### config.mk
export PLATFORM = sky130hd
export DESIGN_NAME = bus_parity_unit
export DESIGN_NICKNAME = d
export VERILOG_FILES = /design/src/rtl/bus_parity_pkg.sv /design/src/rtl/bpar_gen.sv /design/src/rtl/bpar_phase.sv /design/src/rtl/bpar_chk.sv /design/src/rtl/bus_parity_unit.sv
export SDC_FILE = /design/constraint.sdc
export NUM_CORES = 1
export LEC_CHECK = 0
export BUFFER_PORTS_ARGS = -buffer_cell sky130_fd_sc_hd__buf_2
export CAP_MARGIN = 20
export CORE_MARGIN = 5
export CORE_UTILIZATION = 38
export DETAILED_ROUTE_END_ITERATION = 8
export PLACE_DENSITY = 0.79
export SYNTH_ARGS = -nofsm -noshare
export SYNTH_HDL_FRONTEND = slang
export SYNTH_SLANG_ARGS = --single-unit
### constraint.sdc
create_clock -name clk -period 3.9 [get_ports clk]
set_clock_uncertainty 0.1 [all_clocks]
set_input_delay 0.78 -clock clk [delete_from_list [all_inputs] [get_ports clk]]
set_output_delay 0.78 -clock clk [all_outputs]
set_load 0.03 [all_outputs]
### src/rtl/bus_parity_pkg.sv
package bus_parity_pkg;

    // Qualified phase seen on the previous clock
    typedef struct packed {
        logic addr_ph;   // first cycle of FRAME# assertion
        logic data_ph;   // IRDY# and TRDY# both asserted
        logic received;  // another agent drove the bus
    } phase_flags_t;

    localparam phase_flags_t PHASE_NONE = '{addr_ph: 1'b0, data_ph: 1'b0, received: 1'b0};

    function automatic logic odd_ones(input logic a, input logic b);
        return a ^ b;
    endfunction

endpackage

### src/rtl/bpar_gen.sv
module bpar_gen #(
    parameter int AD_W = 32,
    parameter int BE_W = 4
) (
    input  logic            clk,
    input  logic            rst,
    input  logic [AD_W-1:0] ad,
    input  logic [BE_W-1:0] cbe,
    input  logic            drive,
    output logic            par_q,
    output logic            oe_q
);
    localparam int LANES = AD_W / 8;

    logic [LANES-1:0] lane_par;

    genvar g;
    generate
        for (g = 0; g < LANES; g++) begin : g_lane
            assign lane_par[g] = ^ad[8*g +: 8];
        end
    endgenerate

    logic par_next;
    assign par_next = (^lane_par) ^ (^cbe);

    always_ff @(posedge clk) begin
        if (rst) begin
            par_q <= 1'b0;
            oe_q  <= 1'b0;
        end else begin
            par_q <= par_next;
            oe_q  <= drive;
        end
    end
endmodule

### src/rtl/bpar_phase.sv
module bpar_phase
    import bus_parity_pkg::*;
(
    input  logic         clk,
    input  logic         rst,
    input  logic         frame_n,
    input  logic         irdy_n,
    input  logic         trdy_n,
    input  logic         ad_oe,
    output phase_flags_t flags_q
);
    logic frame_n_q;

    always_ff @(posedge clk) begin
        if (rst) begin
            frame_n_q <= 1'b1;
            flags_q   <= PHASE_NONE;
        end else begin
            frame_n_q        <= frame_n;
            flags_q.addr_ph  <= !frame_n && frame_n_q;
            flags_q.data_ph  <= !irdy_n && !trdy_n;
            flags_q.received <= !ad_oe;
        end
    end
endmodule

### src/rtl/bpar_chk.sv
module bpar_chk
    import bus_parity_pkg::*;
(
    input  logic         clk,
    input  logic         rst,
    input  phase_flags_t flags_q,
    input  logic         calc_par,
    input  logic         par_in,
    input  logic         clr,
    output logic         addr_err,
    output logic         perr_n,
    output logic         perr_oe
);
    logic mismatch;
    logic perr_q;
    logic perr_d1;

    assign mismatch = odd_ones(calc_par, par_in);

    always_ff @(posedge clk) begin
        if (rst) begin
            addr_err <= 1'b0;
            perr_q   <= 1'b0;
            perr_d1  <= 1'b0;
        end else begin
            if (flags_q.addr_ph && flags_q.received && mismatch)
                addr_err <= 1'b1;
            else if (clr)
                addr_err <= 1'b0;
            perr_q  <= flags_q.data_ph && flags_q.received && mismatch;
            perr_d1 <= perr_q;
        end
    end

    assign perr_n  = !perr_q;
    assign perr_oe = perr_q || perr_d1;


    sticky_hold_chk: assert property (@(posedge clk) disable iff (rst)
        (addr_err && !clr) |=> addr_err);

    perr_high_before_release_chk: assert property (@(posedge clk) disable iff (rst)
        $rose(perr_n) |-> perr_oe);

    perr_enabled_chk: assert property (@(posedge clk) disable iff (rst)
        !perr_oe |-> perr_n);
endmodule

### src/rtl/bus_parity_unit.sv
module bus_parity_unit
    import bus_parity_pkg::*;
#(
    parameter int AD_W = 32,
    parameter int BE_W = 4
) (
    input  logic            clk,
    input  logic            rst,
    input  logic [AD_W-1:0] ad_i,
    input  logic [BE_W-1:0] cbe_i,
    input  logic            frame_n_i,
    input  logic            irdy_n_i,
    input  logic            trdy_n_i,
    input  logic            ad_oe_i,
    input  logic            par_i,
    output logic            par_o,
    output logic            par_oe_o,
    input  logic            addr_err_clr_i,
    output logic            addr_err_o,
    output logic            perr_n_o,
    output logic            perr_oe_o
);
    phase_flags_t flags;

    bpar_gen #(.AD_W(AD_W), .BE_W(BE_W)) u_gen (
        .clk   (clk),
        .rst   (rst),
        .ad    (ad_i),
        .cbe   (cbe_i),
        .drive (ad_oe_i),
        .par_q (par_o),
        .oe_q  (par_oe_o)
    );

    bpar_phase u_phase (
        .clk     (clk),
        .rst     (rst),
        .frame_n (frame_n_i),
        .irdy_n  (irdy_n_i),
        .trdy_n  (trdy_n_i),
        .ad_oe   (ad_oe_i),
        .flags_q (flags)
    );

    bpar_chk u_chk (
        .clk      (clk),
        .rst      (rst),
        .flags_q  (flags),
        .calc_par (par_o),
        .par_in   (par_i),
        .clr      (addr_err_clr_i),
        .addr_err (addr_err_o),
        .perr_n   (perr_n_o),
        .perr_oe  (perr_oe_o)
    );


    even_drive_chk: assert property (@(posedge clk) disable iff (rst)
        par_oe_o |-> ((^{$past(ad_i), $past(cbe_i), par_o}) == 1'b0));

    oe_follow_chk: assert property (@(posedge clk) disable iff (rst)
        ad_oe_i |=> par_oe_o);

    oe_release_chk: assert property (@(posedge clk) disable iff (rst)
        !ad_oe_i |=> !par_oe_o);

    perr_after_completed_chk: assert property (@(posedge clk) disable iff (rst)
        !perr_n_o |-> $past(!irdy_n_i && !trdy_n_i, 2));

    perr_only_received_chk: assert property (@(posedge clk) disable iff (rst)
        !perr_n_o |-> $past(!ad_oe_i, 2));
endmodule

==> results.sh, run 1 <==
export IMPL_wl_per_cell_um=9.048
export IMPL_seq_area_um2=180.2
export IMPL_power_density_nw_per_um2=374.3
export IMPL_synth_seq_cells=9
export IMPL_seq_power_share_pct=31.4
export IMPL_syn_inst=59
export IMPL_critPathTopFamily="XOR/XNOR gates"
export IMPL_drtPass1Iterations=2
export IMPL_cts_tree="done"
export IMPL_initial_core_util_pct=39.92
export IMPL_clock_path_buffers=2
export IMPL_ys_warn_count=0
export IMPL_worstSetupEndpointType="register"
export IMPL_drt_antenna_violating_nets=0
export IMPL_io_buffers=48
export IMPL_fin_crit_sh_pct=52.51
export IMPL_synth_top_cells_by_area="xnor2_1 40%, dfxtp_1 30%, xnor3_1 7.6%"
export IMPL_switching_share_pct=27.38
export IMPL_dr_total_vias=524
export IMPL_syn_num_nets=103
export IMPL_path_class="input pin to register"
export IMPL_die_w_um=49.55
export IMPL_syn_cell_area_um2=594.3
export IMPL_leakagePower_nw=0.4384
export IMPL_cp_max_fo=1
export IMPL_post_cts_buffers=0
export IMPL_rsz0062_at_grt="no"
export IMPL_report_final_slew_viol_count=0
export IMPL_crit_path_max_incr_delay_ns=0.42
export IMPL_ctsHoldBuffers=0
export IMPL_drive_above_1_share_pct=49.09
export IMPL_p_switching_uw=89.88
export IMPL_path_common_cell="xnor2_1"
export IMPL_hold_violations=0
export IMPL_totalWireLength_mm=1.140
export IMPL_multi_input_area_um2=399.1
export IMPL_avgViaCountPerCell=4.159
export IMPL_combPwrFrac_pct=48.3
export IMPL_clockRootBuffer="clkbuf_4"
export IMPL_num_rows=14
export IMPL_drt_initial_drc_count=1
export IMPL_cp_slowest_cell="xnor3_1"
export IMPL_yosysTopAreaCellShare_pct=39.79
export IMPL_ys_types=13
export IMPL_fillerInstances=130
export IMPL_diodes=0
export IMPL_syn_area_per_cell_um2=10.07
export IMPL_yosysSeqAreaShare_pct=30.32
export IMPL_routabilityCongestion=0.6706
export IMPL_cts_sinks=9
export IMPL_clk_pin_slew_ns=0.06
export IMPL_hold_path_class="register to register"
export IMPL_slew_headroom_pct=86.47
export IMPL_core_um2=1489
export IMPL_required_ns=3.93
export IMPL_outcome="complete, no violations"
export IMPL_area_growth_synth_to_final_pct=47.58
export IMPL_ctsHtreeMaxLevel=1
export IMPL_tns_ns=0
export IMPL_dp_hpwl_mm=1.079
export IMPL_drc_errors=0
export IMPL_grt_pass1_wl_mm=2.007
export IMPL_grt_pass1_vias=578
export IMPL_setup_viol=0
export IMPL_yosysTopAreaCell="xnor2_1"
export IMPL_maxCapViolations=0
export IMPL_grtUsageTotal_pct=9.914
export IMPL_cp_cell_sequence="buf_2 -> xor2_1 -> xnor2_1 -> xnor2_1 -> xnor3_1 -> mux2_4"
export IMPL_cts_buffers=3
export IMPL_antenna_found_initial=0
export IMPL_cts_resized=0
export IMPL_clock_fmax_ghz=0.4883
export IMPL_ir_drop_mv=0.1598
export IMPL_dieArea_um2=2455
export IMPL_ios=49
export IMPL_final_cell_mix="48 x buf_2, 27 x xnor2_1, 9 x dfxtp_1, 5 x nor2_1, 4 x xor2_1"
export IMPL_post_route_util_pct=58.91
export IMPL_grt_overflow=0
export IMPL_num_nets_final=155
export IMPL_tightestPinTransition_ns=0.2015
export IMPL_layout_min_cycle_time_ns=2.048
export IMPL_layout_commonest_cell="buf_2"
export IMPL_die_h_um=49.55
export IMPL_power_share_clock_pct=20.3
export IMPL_cp_start_kind="input pin"
export IMPL_worstPathArrival_ns=2.08
export IMPL_grt_max_degree=10
export IMPL_clk_latency_ns=0.24
export IMPL_p_int_uw=238.4
export IMPL_crit_buf_inv=1
-- state kept, by name (all words and copies together), names as in the netlist --
signal / count
u_chk.addr_err: 1
u_chk.perr_d1: 1
u_chk.perr_q: 1
u_gen.oe_q: 1
u_gen.par_q: 1
u_phase.flags_q: 3
u_phase.frame_n_q: 1
-- per-layer routing --
layer | share of wire [%] | up-vias | global-route usage, %
met5 | 0 | - | 0
met4 | 0 | 0 | 3.930
met3 | 9.0 | 0 | 0.9036
met2 | 57 | 24 | 19.49
met1 | 34 | 214 | 10.38
li1 | - | 286 | -
-- final timing paths --
check / start / end / slack [ns] / depth (start not counted)
max: ad_i[26] / u_gen.par_q / 1.85 / 6
min reg2reg: u_phase.frame_n_q / u_phase.flags_q[2] / 0.31 / 2
min: u_phase.frame_n_q / u_phase.flags_q[2] / 0.31 / 2
max reg2reg: u_gen.par_q / u_chk.addr_err / 2.98 / 3
-- power by group through the flow --
stage               combinational (mW)  sequential (mW)  clock, mW
detailed placement               0.160            0.105          0
finish                           0.159            0.103     0.0666
floorplan                        0.112            0.115          0
CTS                              0.161            0.103     0.0693
global placement                 0.157            0.105          0
global route                     0.173            0.104     0.0762
-- through the flow --
step | instance area (um^2) | instances | setup WS (ns) | hold slack [ns] | power [mW]
after floorplan | 594.3 | 59 | 1.740 | 0.2924 | 0.2272
after global placement | 850.8 | 122 | 1.606 | 0.2970 | 0.2625
after detailed placement | 850.8 | 122 | 1.589 | 0.2999 | 0.2651
after CTS | 877.1 | 126 | 1.851 | 0.3093 | 0.3334
after global routing | 877.1 | 126 | 1.763 | 0.3588 | 0.3528
final | 877.1 | 126 | 1.852 | 0.3077 | 0.3283
-- area by class of cell --
type	instances	share of cell area (%)
tap	16	2.282
inverter	3	1.284
sequential	9	20.54
clock buffer	4	2.996
timing repair buffer	48	27.39
multi-input combinational	46	45.51
-- synthesized netlist by cell type (all sizes together) --
library cell and number:
xnor2 27, dfxtp 9, nor2 5, xor2 4
inv 3, nor2b 2, or2 2, xnor3 2
a32oi 1, and4b 1, clkbuf 1, mux2 1
nor3 1
-- cells by family (layout without fill, tap and decap cells) --
family                    count (synthesis)  in the layout  synth area share, %
DFF                                       9              9                30.32
and+or+nand+nor                          11             11                9.894
xor gates and xnor gates                 33             33                53.26
buffers and inverters                     4             55                2.526
AOI/OAI and AO/OA                         1              1                1.474
muxes                                     1              1                2.526
-- tightest hold or removal path, stage by stage (launching register included) --
cell,delay (ns)
dfxtp_1,0.29
inv_1,0.04
nor2_1,0.03
(Power assumes the default switching activity.)
==> inputs of run 2 (changes only) <==
--- a/config.mk
+++ b/config.mk
@@ -8,9 +8,9 @@
 export BUFFER_PORTS_ARGS = -buffer_cell sky130_fd_sc_hd__buf_2
 export CAP_MARGIN = 20
 export CORE_MARGIN = 5
-export CORE_UTILIZATION = 38
+export CORE_UTILIZATION = 33
 export DETAILED_ROUTE_END_ITERATION = 8
-export PLACE_DENSITY = 0.79
+export PLACE_DENSITY = 0.73
 export SYNTH_ARGS = -nofsm -noshare
 export SYNTH_HDL_FRONTEND = slang
 export SYNTH_SLANG_ARGS = --single-unit
==> constraint.sdc (replaced) <==
create_clock -name clk -period 1.85 [get_ports clk]
set_clock_uncertainty 0.1 [all_clocks]
set_input_delay 0.37 -clock clk [delete_from_list [all_inputs] [get_ports clk]]
set_output_delay 0.37 -clock clk [all_outputs]
set_load 0.03 [all_outputs]
==> results.sh, run 2 (synthesis results as in run 1) <==
export IMPL_outcome="complete, no violations"
export IMPL_post_route_util_pct=51.45
export IMPL_hp_start="irdy_n_i"
export IMPL_maxCapViolations=0
export IMPL_largest_reg_flops=3
export IMPL_grtUsageTotal_pct=9.929
export IMPL_crit_buf_inv=1
export IMPL_wl_per_cell_um=9.304
export IMPL_switching_share_pct=27.95
export IMPL_ir_drop_mv=0.3075
export IMPL_initial_core_util_pct=34.42
export IMPL_finalPower_uw=697.5
export IMPL_p_switching_uw=195.0
export IMPL_instances_no_fill=135
export IMPL_cts_resized=0
export IMPL_drt_initial_drc_count=2
export IMPL_report_final_slew_viol_count=0
export IMPL_pre_cts_slack_ns=-0.05550
export IMPL_cts_sinks=9
export IMPL_whs_ns=0.1800
export IMPL_io_buffers=48
export IMPL_routabilityCongestion=0.7058
export IMPL_grt_max_degree=10
export IMPL_dp_hpwl_mm=1.150
export IMPL_power_share_clock_pct=20.9
export IMPL_critPathTopFamily="XOR/XNOR gates"
export IMPL_clockRootBuffer="clkbuf_4"
export IMPL_power_density_nw_per_um2=785.2
export IMPL_tns_ns=0
export IMPL_clock_path_buffers=2
export IMPL_rr_startpoint="u_gen.par_q"
export IMPL_cts_buffers=3
export IMPL_setup_viol=0
export IMPL_clk_latency_ns=0.25
export IMPL_area_growth_synth_to_final_pct=49.47
export IMPL_dp_cells=131
export IMPL_drt_antenna_violating_nets=0
export IMPL_rsz0062_at_grt="no"
export IMPL_worst_slack_ns=0.2209
export IMPL_drc_errors=0
export IMPL_cp_max_fo=1
export IMPL_seq_power_share_pct=31.2
export IMPL_avgViaCountPerCell=4.037
export IMPL_grt_pass1_vias=574
export IMPL_num_rows=15
export IMPL_dieArea_um2=2749
export IMPL_grt_pass1_wl_mm=2.104
export IMPL_cts_tree="done"
export IMPL_post_cts_buffers=0
export IMPL_drtPass1Iterations=3
export IMPL_slew_headroom_pct=87.45
export IMPL_worstPathArrival_ns=1.67
export IMPL_core_um2=1727
export IMPL_worstSetupEndpointType="register"
export IMPL_leakagePower_nw=0.4384
export IMPL_clk_pin_slew_ns=0.06
export IMPL_antenna_found_initial=0
export IMPL_reg2reg_slack_ns=0.92
export IMPL_crit_path_max_incr_delay_ns=0.42
export IMPL_ctsHtreeMaxLevel=1
export IMPL_dr_total_vias=545
export IMPL_num_nets_final=155
export IMPL_totalWireLength_mm=1.256
export IMPL_stdcell_area_um2=888.4
export IMPL_fin_crit_sh_pct=88.06
export IMPL_ctsHoldBuffers=0
export IMPL_path_common_cell="xnor2_1"
export IMPL_diodes=0
export IMPL_die_h_um=52.44
export IMPL_cp_start_kind="input pin"
export IMPL_top_register="u_phase.flags_q"
export IMPL_die_w_um=52.44
export IMPL_hold_violations=0
export IMPL_crit_start="ad_i[30]"
export IMPL_layout_commonest_cell="buf_2"
export IMPL_placed_area_um2=862.1
export IMPL_ios=49
export IMPL_tightestPinTransition_ns=0.1870
export IMPL_p_int_uw=502.6
export IMPL_grt_overflow=0
export IMPL_cp_slowest_cell="xnor3_1"
export IMPL_required_ns=1.89
export IMPL_final_cell_mix="48 x buf_2, 27 x xnor2_1, 9 x dfxtp_1, 5 x nor2_1, 4 x xor2_1"
export IMPL_cp_cell_sequence="buf_2 -> xnor2_1 -> xnor2_1 -> xnor2_1 -> xnor3_1 -> mux2_4"
export IMPL_combPwrFrac_pct=47.9
export IMPL_hold_path_class="input pin to register"
export IMPL_clock_fmax_ghz=0.6139
export IMPL_layout_min_cycle_time_ns=1.629
export IMPL_drive_above_1_share_pct=49.09
export IMPL_path_class="input pin to register"
run 2: cell counts in the layout (fill, tap and decap cells not counted):
Identical to the previous run, type by type.
run 2: per-layer routing:
layer	up-vias	part of all wire [%]	GRT usage [%]	wire, um
met5	-	0	0	0
met4	0	0	2.553	0
li1	283	-	-	-
met2	28	50	17.98	629
met3	0	11	2.849	141
met1	234	39	11.21	484
run 2: final timing paths:
path,to,depth (start not counted)
worst max-delay path,u_gen.par_q,6
worst min-delay path,u_phase.flags_q[1],2
worst max register to register,u_chk.addr_err,3
worst min register to register,u_phase.flags_q[2],2
run 2: area by class of cell:
type | count | area [um^2]
Fill cell | 178 | 838.3
Multi-Input combinational cell | 46 | 399.1
Timing Repair Buffer | 48 | 240.2
Sequential cell | 9 | 180.2
Tap cell | 25 | 31.28
Clock buffer | 4 | 26.28
Inverter | 3 | 11.26
run 2: power by group through the flow:
stage	Sequential, mW	Clock, mW	Combinational, mW
floorplan	0.242	0	0.237
global placement	0.222	0	0.333
detailed placement	0.222	0	0.336
CTS	0.218	0.149	0.338
global route	0.220	0.162	0.363
finish	0.218	0.146	0.334
run 2: worst reg2reg max path, stage by stage (launching register included):
cell     delay, ns
dfxtp_1       0.32
xor2_1        0.15
a32oi_1       0.21
nor2_1        0.05
